[config.mk]
export PLATFORM = sky130hd
export DESIGN_NAME = usec_timebase
export DESIGN_NICKNAME = d
export VERILOG_FILES = /design/src/rtl/usec_tb_pkg.sv /design/src/rtl/utb_pause_gate.sv /design/src/rtl/utb_counter.sv /design/src/rtl/utb_regfile.sv /design/src/rtl/usec_timebase.sv
export SDC_FILE = /design/constraint.sdc
export NUM_CORES = 1
export LEC_CHECK = 0
export ABC_CLOCK_PERIOD_IN_PS = 2000
export BUFFER_PORTS_ARGS = -buffer_cell sky130_fd_sc_hd__buf_2
export CORE_MARGIN = 2
export CORE_UTILIZATION = 51
export CTS_CLUSTER_SIZE = 25
export DETAILED_ROUTE_END_ITERATION = 8
export GPL_TIMING_DRIVEN = 0
export PLACE_DENSITY = 0.85
export SLEW_MARGIN = 15
export SYNTH_ARGS = -nofsm -noshare
export SYNTH_HDL_FRONTEND = slang
export SYNTH_SLANG_ARGS = --single-unit
[constraint.sdc]
create_clock -name clk -period 2 [get_ports clk]
set_input_delay 0.2 -clock clk [delete_from_list [all_inputs] [get_ports clk]]
set_output_delay 0.2 -clock clk [all_outputs]
set_load 0.03 [all_outputs]
[src/rtl/usec_tb_pkg.sv]
package usec_tb_pkg;
  localparam int unsigned OFF_HI_WR  = 'h00;
  localparam int unsigned OFF_LO_WR  = 'h04;
  localparam int unsigned OFF_HI_RD  = 'h08;
  localparam int unsigned OFF_LO_RD  = 'h0C;
  localparam int unsigned OFF_RAW_HI = 'h24;
  localparam int unsigned OFF_RAW_LO = 'h28;
  localparam int unsigned OFF_DBG    = 'h2C;
  localparam int unsigned OFF_PAUSE  = 'h30;

  // Gate term for one processor: masked halt.
  function automatic logic halt_term(input logic mask_bit, input logic halt_bit);
    return mask_bit & halt_bit;
  endfunction
endpackage

[src/rtl/utb_pause_gate.sv]
module utb_pause_gate #(
  parameter int NCPU = 2
) (
  input  logic            sw_pause,
  input  logic [NCPU-1:0] dbg_mask,
  input  logic [NCPU-1:0] halt,
  output logic            paused
);
  import usec_tb_pkg::*;

  logic [NCPU-1:0] cpu_hold;

  for (genvar g = 0; g < NCPU; g++) begin : g_cpu
    assign cpu_hold[g] = halt_term(dbg_mask[g], halt[g]);
  end

  assign paused = sw_pause | (|cpu_hold);
endmodule

[src/rtl/utb_counter.sv]
module utb_counter #(
  parameter int CNT_W = 64
) (
  input  logic             clk,
  input  logic             rst_n,
  input  logic             tick_en,
  input  logic             paused,
  input  logic             load_en,
  input  logic [CNT_W-1:0] load_val,
  output logic [CNT_W-1:0] count
);
  logic             advance;
  logic [CNT_W-1:0] count_q;

  function automatic logic [CNT_W-1:0] bump(input logic [CNT_W-1:0] v);
    return v + CNT_W'(1);
  endfunction

  assign advance = tick_en & ~paused;

  always_ff @(posedge clk or negedge rst_n) begin
    if (!rst_n)       count_q <= '0;
    else if (load_en) count_q <= load_val;
    else if (advance) count_q <= bump(count_q);
  end

  assign count = count_q;

  p_step_r2: assert property (@(posedge clk) disable iff (!rst_n)
    (tick_en && !paused && !load_en) |=> count == $past(count) + CNT_W'(1));

  p_load_wins_r4: assert property (@(posedge clk) disable iff (!rst_n)
    load_en |=> count == $past(load_val));

  p_pause_freeze_r7: assert property (@(posedge clk) disable iff (!rst_n)
    (paused && !load_en) |=> $stable(count));
endmodule

[src/rtl/utb_regfile.sv]
module utb_regfile #(
  parameter int ADDR_W = 8,
  parameter int DATA_W = 32,
  parameter int NCPU   = 2
) (
  input  logic              clk,
  input  logic              rst_n,
  input  logic              psel,
  input  logic              penable,
  input  logic              pwrite,
  input  logic [ADDR_W-1:0] paddr,
  input  logic [DATA_W-1:0] pwdata,
  output logic [DATA_W-1:0] prdata,
  input  logic [2*DATA_W-1:0] count,
  output logic              load_en,
  output logic [2*DATA_W-1:0] load_val,
  output logic              sw_pause,
  output logic [NCPU-1:0]   dbg_mask
);
  import usec_tb_pkg::*;

  localparam int CNT_W = 2 * DATA_W;

  logic              rd_en, wr_en;
  logic              lo_rd_hit, raw_rd_hit;
  logic [DATA_W-1:0] stage_lo;
  logic [DATA_W-1:0] hi_latch;
  logic [DATA_W-1:0] live_hi, live_lo;

  function automatic logic hit(input logic [ADDR_W-1:0] a, input int unsigned off);
    return a == ADDR_W'(off);
  endfunction

  assign rd_en      = psel & penable & ~pwrite;
  assign wr_en      = psel & penable & pwrite;
  assign live_hi    = count[CNT_W-1:DATA_W];
  assign live_lo    = count[DATA_W-1:0];
  assign lo_rd_hit  = rd_en & hit(paddr, OFF_LO_RD);
  assign raw_rd_hit = rd_en & (hit(paddr, OFF_RAW_HI) | hit(paddr, OFF_RAW_LO));

  assign load_en  = wr_en & hit(paddr, OFF_HI_WR);
  assign load_val = {pwdata, stage_lo};

  always_ff @(posedge clk or negedge rst_n) begin
    if (!rst_n) begin
      stage_lo <= '0;
      hi_latch <= '0;
      sw_pause <= 1'b0;
      dbg_mask <= '1;
    end else begin
      if (wr_en && hit(paddr, OFF_LO_WR)) stage_lo <= pwdata;
      if (wr_en && hit(paddr, OFF_PAUSE)) sw_pause <= pwdata[0];
      if (wr_en && hit(paddr, OFF_DBG))   dbg_mask <= pwdata[NCPU:1];
      if (lo_rd_hit)                      hi_latch <= live_hi;
    end
  end

  always_comb begin
    prdata = '0;
    if (rd_en) begin
      if (hit(paddr, OFF_HI_RD))  prdata = hi_latch;
      if (hit(paddr, OFF_LO_RD))  prdata = live_lo;
      if (hit(paddr, OFF_RAW_HI)) prdata = live_hi;
      if (hit(paddr, OFF_RAW_LO)) prdata = live_lo;
      if (hit(paddr, OFF_DBG))    prdata = DATA_W'({dbg_mask, 1'b0});
      if (hit(paddr, OFF_PAUSE))  prdata = DATA_W'(sw_pause);
    end
  end

  p_latch_capture_r5: assert property (@(posedge clk) disable iff (!rst_n)
    lo_rd_hit |=> hi_latch == $past(live_hi));

  p_raw_no_side_r6: assert property (@(posedge clk) disable iff (!rst_n)
    (raw_rd_hit && !lo_rd_hit) |=> $stable(hi_latch));

  p_latch_quiet_r6: assert property (@(posedge clk) disable iff (!rst_n)
    !lo_rd_hit |=> $stable(hi_latch));
endmodule

[src/rtl/usec_timebase.sv]
module usec_timebase #(
  parameter int ADDR_W = 8,
  parameter int DATA_W = 32,
  parameter int NCPU   = 2
) (
  input  logic              clk,
  input  logic              rst_n,
  input  logic              tick_en,
  input  logic [NCPU-1:0]   halt,
  input  logic              psel,
  input  logic              penable,
  input  logic              pwrite,
  input  logic [ADDR_W-1:0] paddr,
  input  logic [DATA_W-1:0] pwdata,
  output logic [DATA_W-1:0] prdata,
  output logic              pready
);
  localparam int CNT_W = 2 * DATA_W;

  logic [CNT_W-1:0] count;
  logic [CNT_W-1:0] load_val;
  logic             load_en;
  logic             sw_pause;
  logic [NCPU-1:0]  dbg_mask;
  logic             paused;

  utb_regfile #(.ADDR_W(ADDR_W), .DATA_W(DATA_W), .NCPU(NCPU)) u_regs (
    .clk(clk), .rst_n(rst_n), .psel(psel), .penable(penable), .pwrite(pwrite),
    .paddr(paddr), .pwdata(pwdata), .prdata(prdata), .count(count),
    .load_en(load_en), .load_val(load_val), .sw_pause(sw_pause), .dbg_mask(dbg_mask)
  );

  utb_pause_gate #(.NCPU(NCPU)) u_gate (
    .sw_pause(sw_pause), .dbg_mask(dbg_mask), .halt(halt), .paused(paused)
  );

  utb_counter #(.CNT_W(CNT_W)) u_cnt (
    .clk(clk), .rst_n(rst_n), .tick_en(tick_en), .paused(paused),
    .load_en(load_en), .load_val(load_val), .count(count)
  );

  assign pready = 1'b1;

  p_halt_freeze_r8: assert property (@(posedge clk) disable iff (!rst_n)
    (|(halt & dbg_mask) && !load_en) |=> $stable(count));
endmodule

==> metrics.md <==
| Metric | Value |
|---|---|
| Status | `finished with violations` |
| Failing checks | `negative hold slack, negative setup slack` |
| Num Clock Sinks | `131` |
| Top_reg_cell synth | `dfrtp_1` |
| Number of port buffers | `77` |
| Diode count | `0` |
| Unrepaired setup endpoints after global routing | `yes` |
| Die Y | `119.8 um` |
| Fin crit period | `2373 ps` |
| Yosys cell types | `47` |
| Number of global-route vias before repair | `6,651` |
| Post-route ant nets | `0` |
| # fillers | `743` |
| Worst-path fanout max | `4` |
| Critical Path Sink Type | `register` |
| Synth async-reset ratio | `100.0%` |
| Crit-path cells | `nand4_1 -> buf_4 -> nor3b_4 -> nand4_1 -> buf_6 -> nor4_2 -> xnor2_1 -> o21ai_0` |
| Share of post-route cells with drive strength above 1 | `46.62%` |
| Clock root cell | `clkbuf_16` |
| Clock skew | `16.10 ps` |
| Crit path buf inv count | `2` |
| First-pass GRT wire length | `35.58 mm` |
| Routed via count | `7,152` |
| Slowest stage delay, CP | `440 ps` |
| FF-to-FF path depth | `8` |
| Drt wl/cell | `25.23 um` |
| Worst VDD drop | `0.6286 mV` |
| Htree depth | `4` |
| Post-route cell area | `9813 um2` |
| Largest net degree at the start of global routing | `69` |
| Max cap viols | `0` |
| Final Cycle Share | `118.6%` |
| Non-Filler Instances | `1,049` |
| Clock-pin slew on the worst setup and hold paths | `60 ps` |
| Num CTS Buffers | `17` |
| Post-route setup slack | `-372.9 ps` |
| Sequential cell area fraction in the yosys report | `47.95%` |
| Syn nets | `757` |
| Worst reg-to-reg setup slack | `-370 ps` |
| CP dominant cell by count | `nand4_1` |
| Worst r2r src | `u_cnt.count[34]$_DFFE_PN0P_` |
| Count of final hold-check violations | `2` |
| Hold path cells | `3` |
| Post-synth EDFFs | `0` |
| GPL Wtd Cong | `0.9708` |
| CTS tree | `built` |
| Multi-input gate area | `4103 um2` |
| Most common cell after layout, fill and taps aside | `dfrtp_1` |
| Combinational power share | `9.3%` |
| Gate count of the mapped netlist | `708` |
| CTS max path bufs | `2` |
| Most frequent cells in the layout | `dfrtp_1, nand2_1, mux2_2` |
| FF+latch count, synth | `131` |
| Internal power | `5.116 mW` |
| Area occupied by registers | `3293 um2` |
| Total power | `6.890 mW` |
| DP HPWL | `13.65 mm` |
| Worst Path Required | `2340 ps` |
| Io pins | `81` |
| Slew Limit Headroom | `49.01%` |
| Synthesized area | `6842 um2` |
| Worst min-delay path class | `input port to register` |
| Clk pwr share | `49.3%` |
| Crit path max-delay family | `simple AND/OR/NAND/NOR gates` |
| Initial DRC count | `1,169` |
| Dpl cell area | `7655 um2` |
| Placed insts | `962` |
| Data arrival, critical path | `2710 ps` |
| Via density | `6.818` |
| Area growth syn-to-layout | `43.43%` |
| Initial antenna violation count | `0` |
| Fin nets | `909` |
| Initial Util | `51.87%` |
| Max-slew violations | `0` |
| Leak | `4.270 nW` |
| Max Freq | `0.4214 GHz` |
| Site Rows | `42` |
| Die area | `14,360 um2` |
| Congestion Overflow GR | `0` |
| Hold slack | `-9.664 ps` |
| Gr usage total | `32.42%` |
| Flop pwr share | `41.4%` |
| Yosys warns | `0` |
| Avg Cell Area, Syn | `9.663 um2` |
| Setup crit start kind | `register` |
| Worst path slowest cell | `dfrtp_1` |
| Pwr/cell area | `702.1 nW/um2` |
| First-pass DRT Iterations | `6` |
| Drc violations | `0` |
| Hold Path Origin | `pwdata[28]` |
| Net Switching | `1.774 mW` |
| WHS Endpoint | `u_cnt.count[60]$_DFFE_PN0P_` |
| Clk Latency, worst-skew pair | `450 ps` |
| R2r endpoint | `u_cnt.count[53]$_DFFE_PN0P_` |
| WL final | `26.47 mm` |
| Actual slew at the worst max-slew pin | `764.9 ps` |
| Area of the core | `13,190 um2` |
| Die width | `119.8 um` |
| Sw Share | `25.74%` |
| Final setup viols | `78` |
| Critical path class | `register to register` |
## final cells by class
cell class / instances / area share (%)
buffer: 38 / 3.723
tap: 176 / 2.244
clock buffer: 18 / 4.475
timing repair buffer: 139 / 12.02
inverter: 7 / 0.2678
multi-input combinational: 526 / 41.81
sequential: 131 / 33.56
clock inverter: 14 / 1.900
## worst max-delay path by stage
| stage | from | end | cells past startpoint |
|---|---|---|---|
| after global placement | rst_n | u_regs.stage_lo[26]$_DFFE_PN0P_ | 1 |
| after global routing | u_cnt.count[32]$_DFFE_PN0P_ | u_cnt.count[53]$_DFFE_PN0P_ | 8 |
| after floorplan | u_cnt.count[5]$_DFFE_PN0P_ | u_cnt.count[54]$_DFFE_PN0P_ | 7 |
| after CTS | u_cnt.count[5]$_DFFE_PN0P_ | u_cnt.count[44]$_DFFE_PN0P_ | 6 |
| after detailed placement | paddr[1] | u_cnt.count[59]$_DFFE_PN0P_ | 9 |
| final | u_cnt.count[34]$_DFFE_PN0P_ | u_cnt.count[53]$_DFFE_PN0P_ | 8 |
## per-stage QoR
| stage | hold slack, ps | worst slack (ps) | utilization (%) | TNS [ps] |
|---|---|---|---|---|
| 6_report | -9.664 | -372.9 | 74.40 | -8869 |
| 4_1_cts | 5.857 | -237.7 | 69.74 | -3297 |
| 2_1_floorplan | -95.59 | -139.0 | - | -1208 |
| 3_3_place_gp | 436.7 | -1017 | 57.78 | -194540 |
| 5_1_grt | 3.951 | -380.2 | 74.40 | -11550 |
| 3_5_place_dp | 227.3 | -699.9 | 58.03 | -71430 |
## what timing repair did
action	4_1_cts	5_1_grt
hold buffers	1	0
buffers inserted	27	29
gates resized for setup	178	103
hold endpoints to repair	61	0
cloned	4	1
endpoints found under the setup margin	96	103
pin swaps	56	67
## cell families after synthesis
logic type	Yosys count	synth area share [%]
and+or+nand+nor	267	18.84
xor gates and xnor gates	63	8.065
muxes	65	10.66
buffers and inverters	51	3.036
adders and majority gates	1	0.1829
DFF	131	47.95
AOI/OAI and AO/OA	129	11.21
other	1	0.05481
## power groups by stage
stage	Sequential, mW	Combinational, mW	Clock (mW)
floorplan	2.88	0.208	0
global placement	2.90	0.369	0
detailed placement	2.91	0.395	0
CTS	2.85	0.491	3.32
global route	2.86	0.672	3.52
finish	2.85	0.640	3.40
## layer usage
layer / global-route usage, % / wire length (um)
met1: 40.79 / 9070
met2: 51.71 / 11890
met3: 7.937 / 3164
met4: 17.50 / 2339
met5: 0 / 0
## synthesized netlist by cell type, types with 2 or more instances
| library cell | number | area share, % |
|---|---|---|
| or4_1 | 2 | 0.22 |
| o21ai_2 | 3 | 0.38 |
| nor3_1 | 20 | 1.5 |
| nand3_1 | 31 | 2.3 |
| clkbuf_1 | 34 | 1.9 |
| a211oi_1 | 2 | 0.22 |
| nor2_1 | 43 | 2.4 |
| inv_1 | 7 | 0.38 |
| xnor2_1 | 46 | 5.9 |
| a222oi_1 | 9 | 1.3 |
| buf_2 | 3 | 0.22 |
| and2_1 | 4 | 0.37 |
| a22oi_1 | 24 | 2.6 |
| nor3_2 | 5 | 0.73 |
| nor3b_1 | 4 | 0.44 |
| o21ai_0 | 54 | 4.0 |
| o21ai_1 | 3 | 0.22 |
| and4_1 | 2 | 0.26 |
| a21oi_1 | 34 | 2.5 |
| dfrtp_1 | 129 | 47 |
| or3_1 | 2 | 0.18 |
| and4b_1 | 2 | 0.29 |
| nor4_1 | 10 | 0.91 |
| dfstp_2 | 2 | 0.77 |
| mux2i_1 | 2 | 0.29 |
| buf_1 | 4 | 0.22 |
| and3_1 | 5 | 0.46 |
| nand4_1 | 16 | 1.5 |
| nand2_1 | 111 | 6.1 |
| xor2_1 | 17 | 2.2 |
| mux2_2 | 62 | 10 |
## state kept, by name (all words and copies together) (netlist names)
name	count
u_cnt.count	64
u_regs.hi_latch	32
u_regs.stage_lo	32
u_regs.dbg_mask	2
u_regs.sw_pause	1
## worst min-delay path, stage by stage
cell	delay, ps
buf_2	100
nand2_1	60
o21ai_2	50
(Power assumes the default switching activity.)
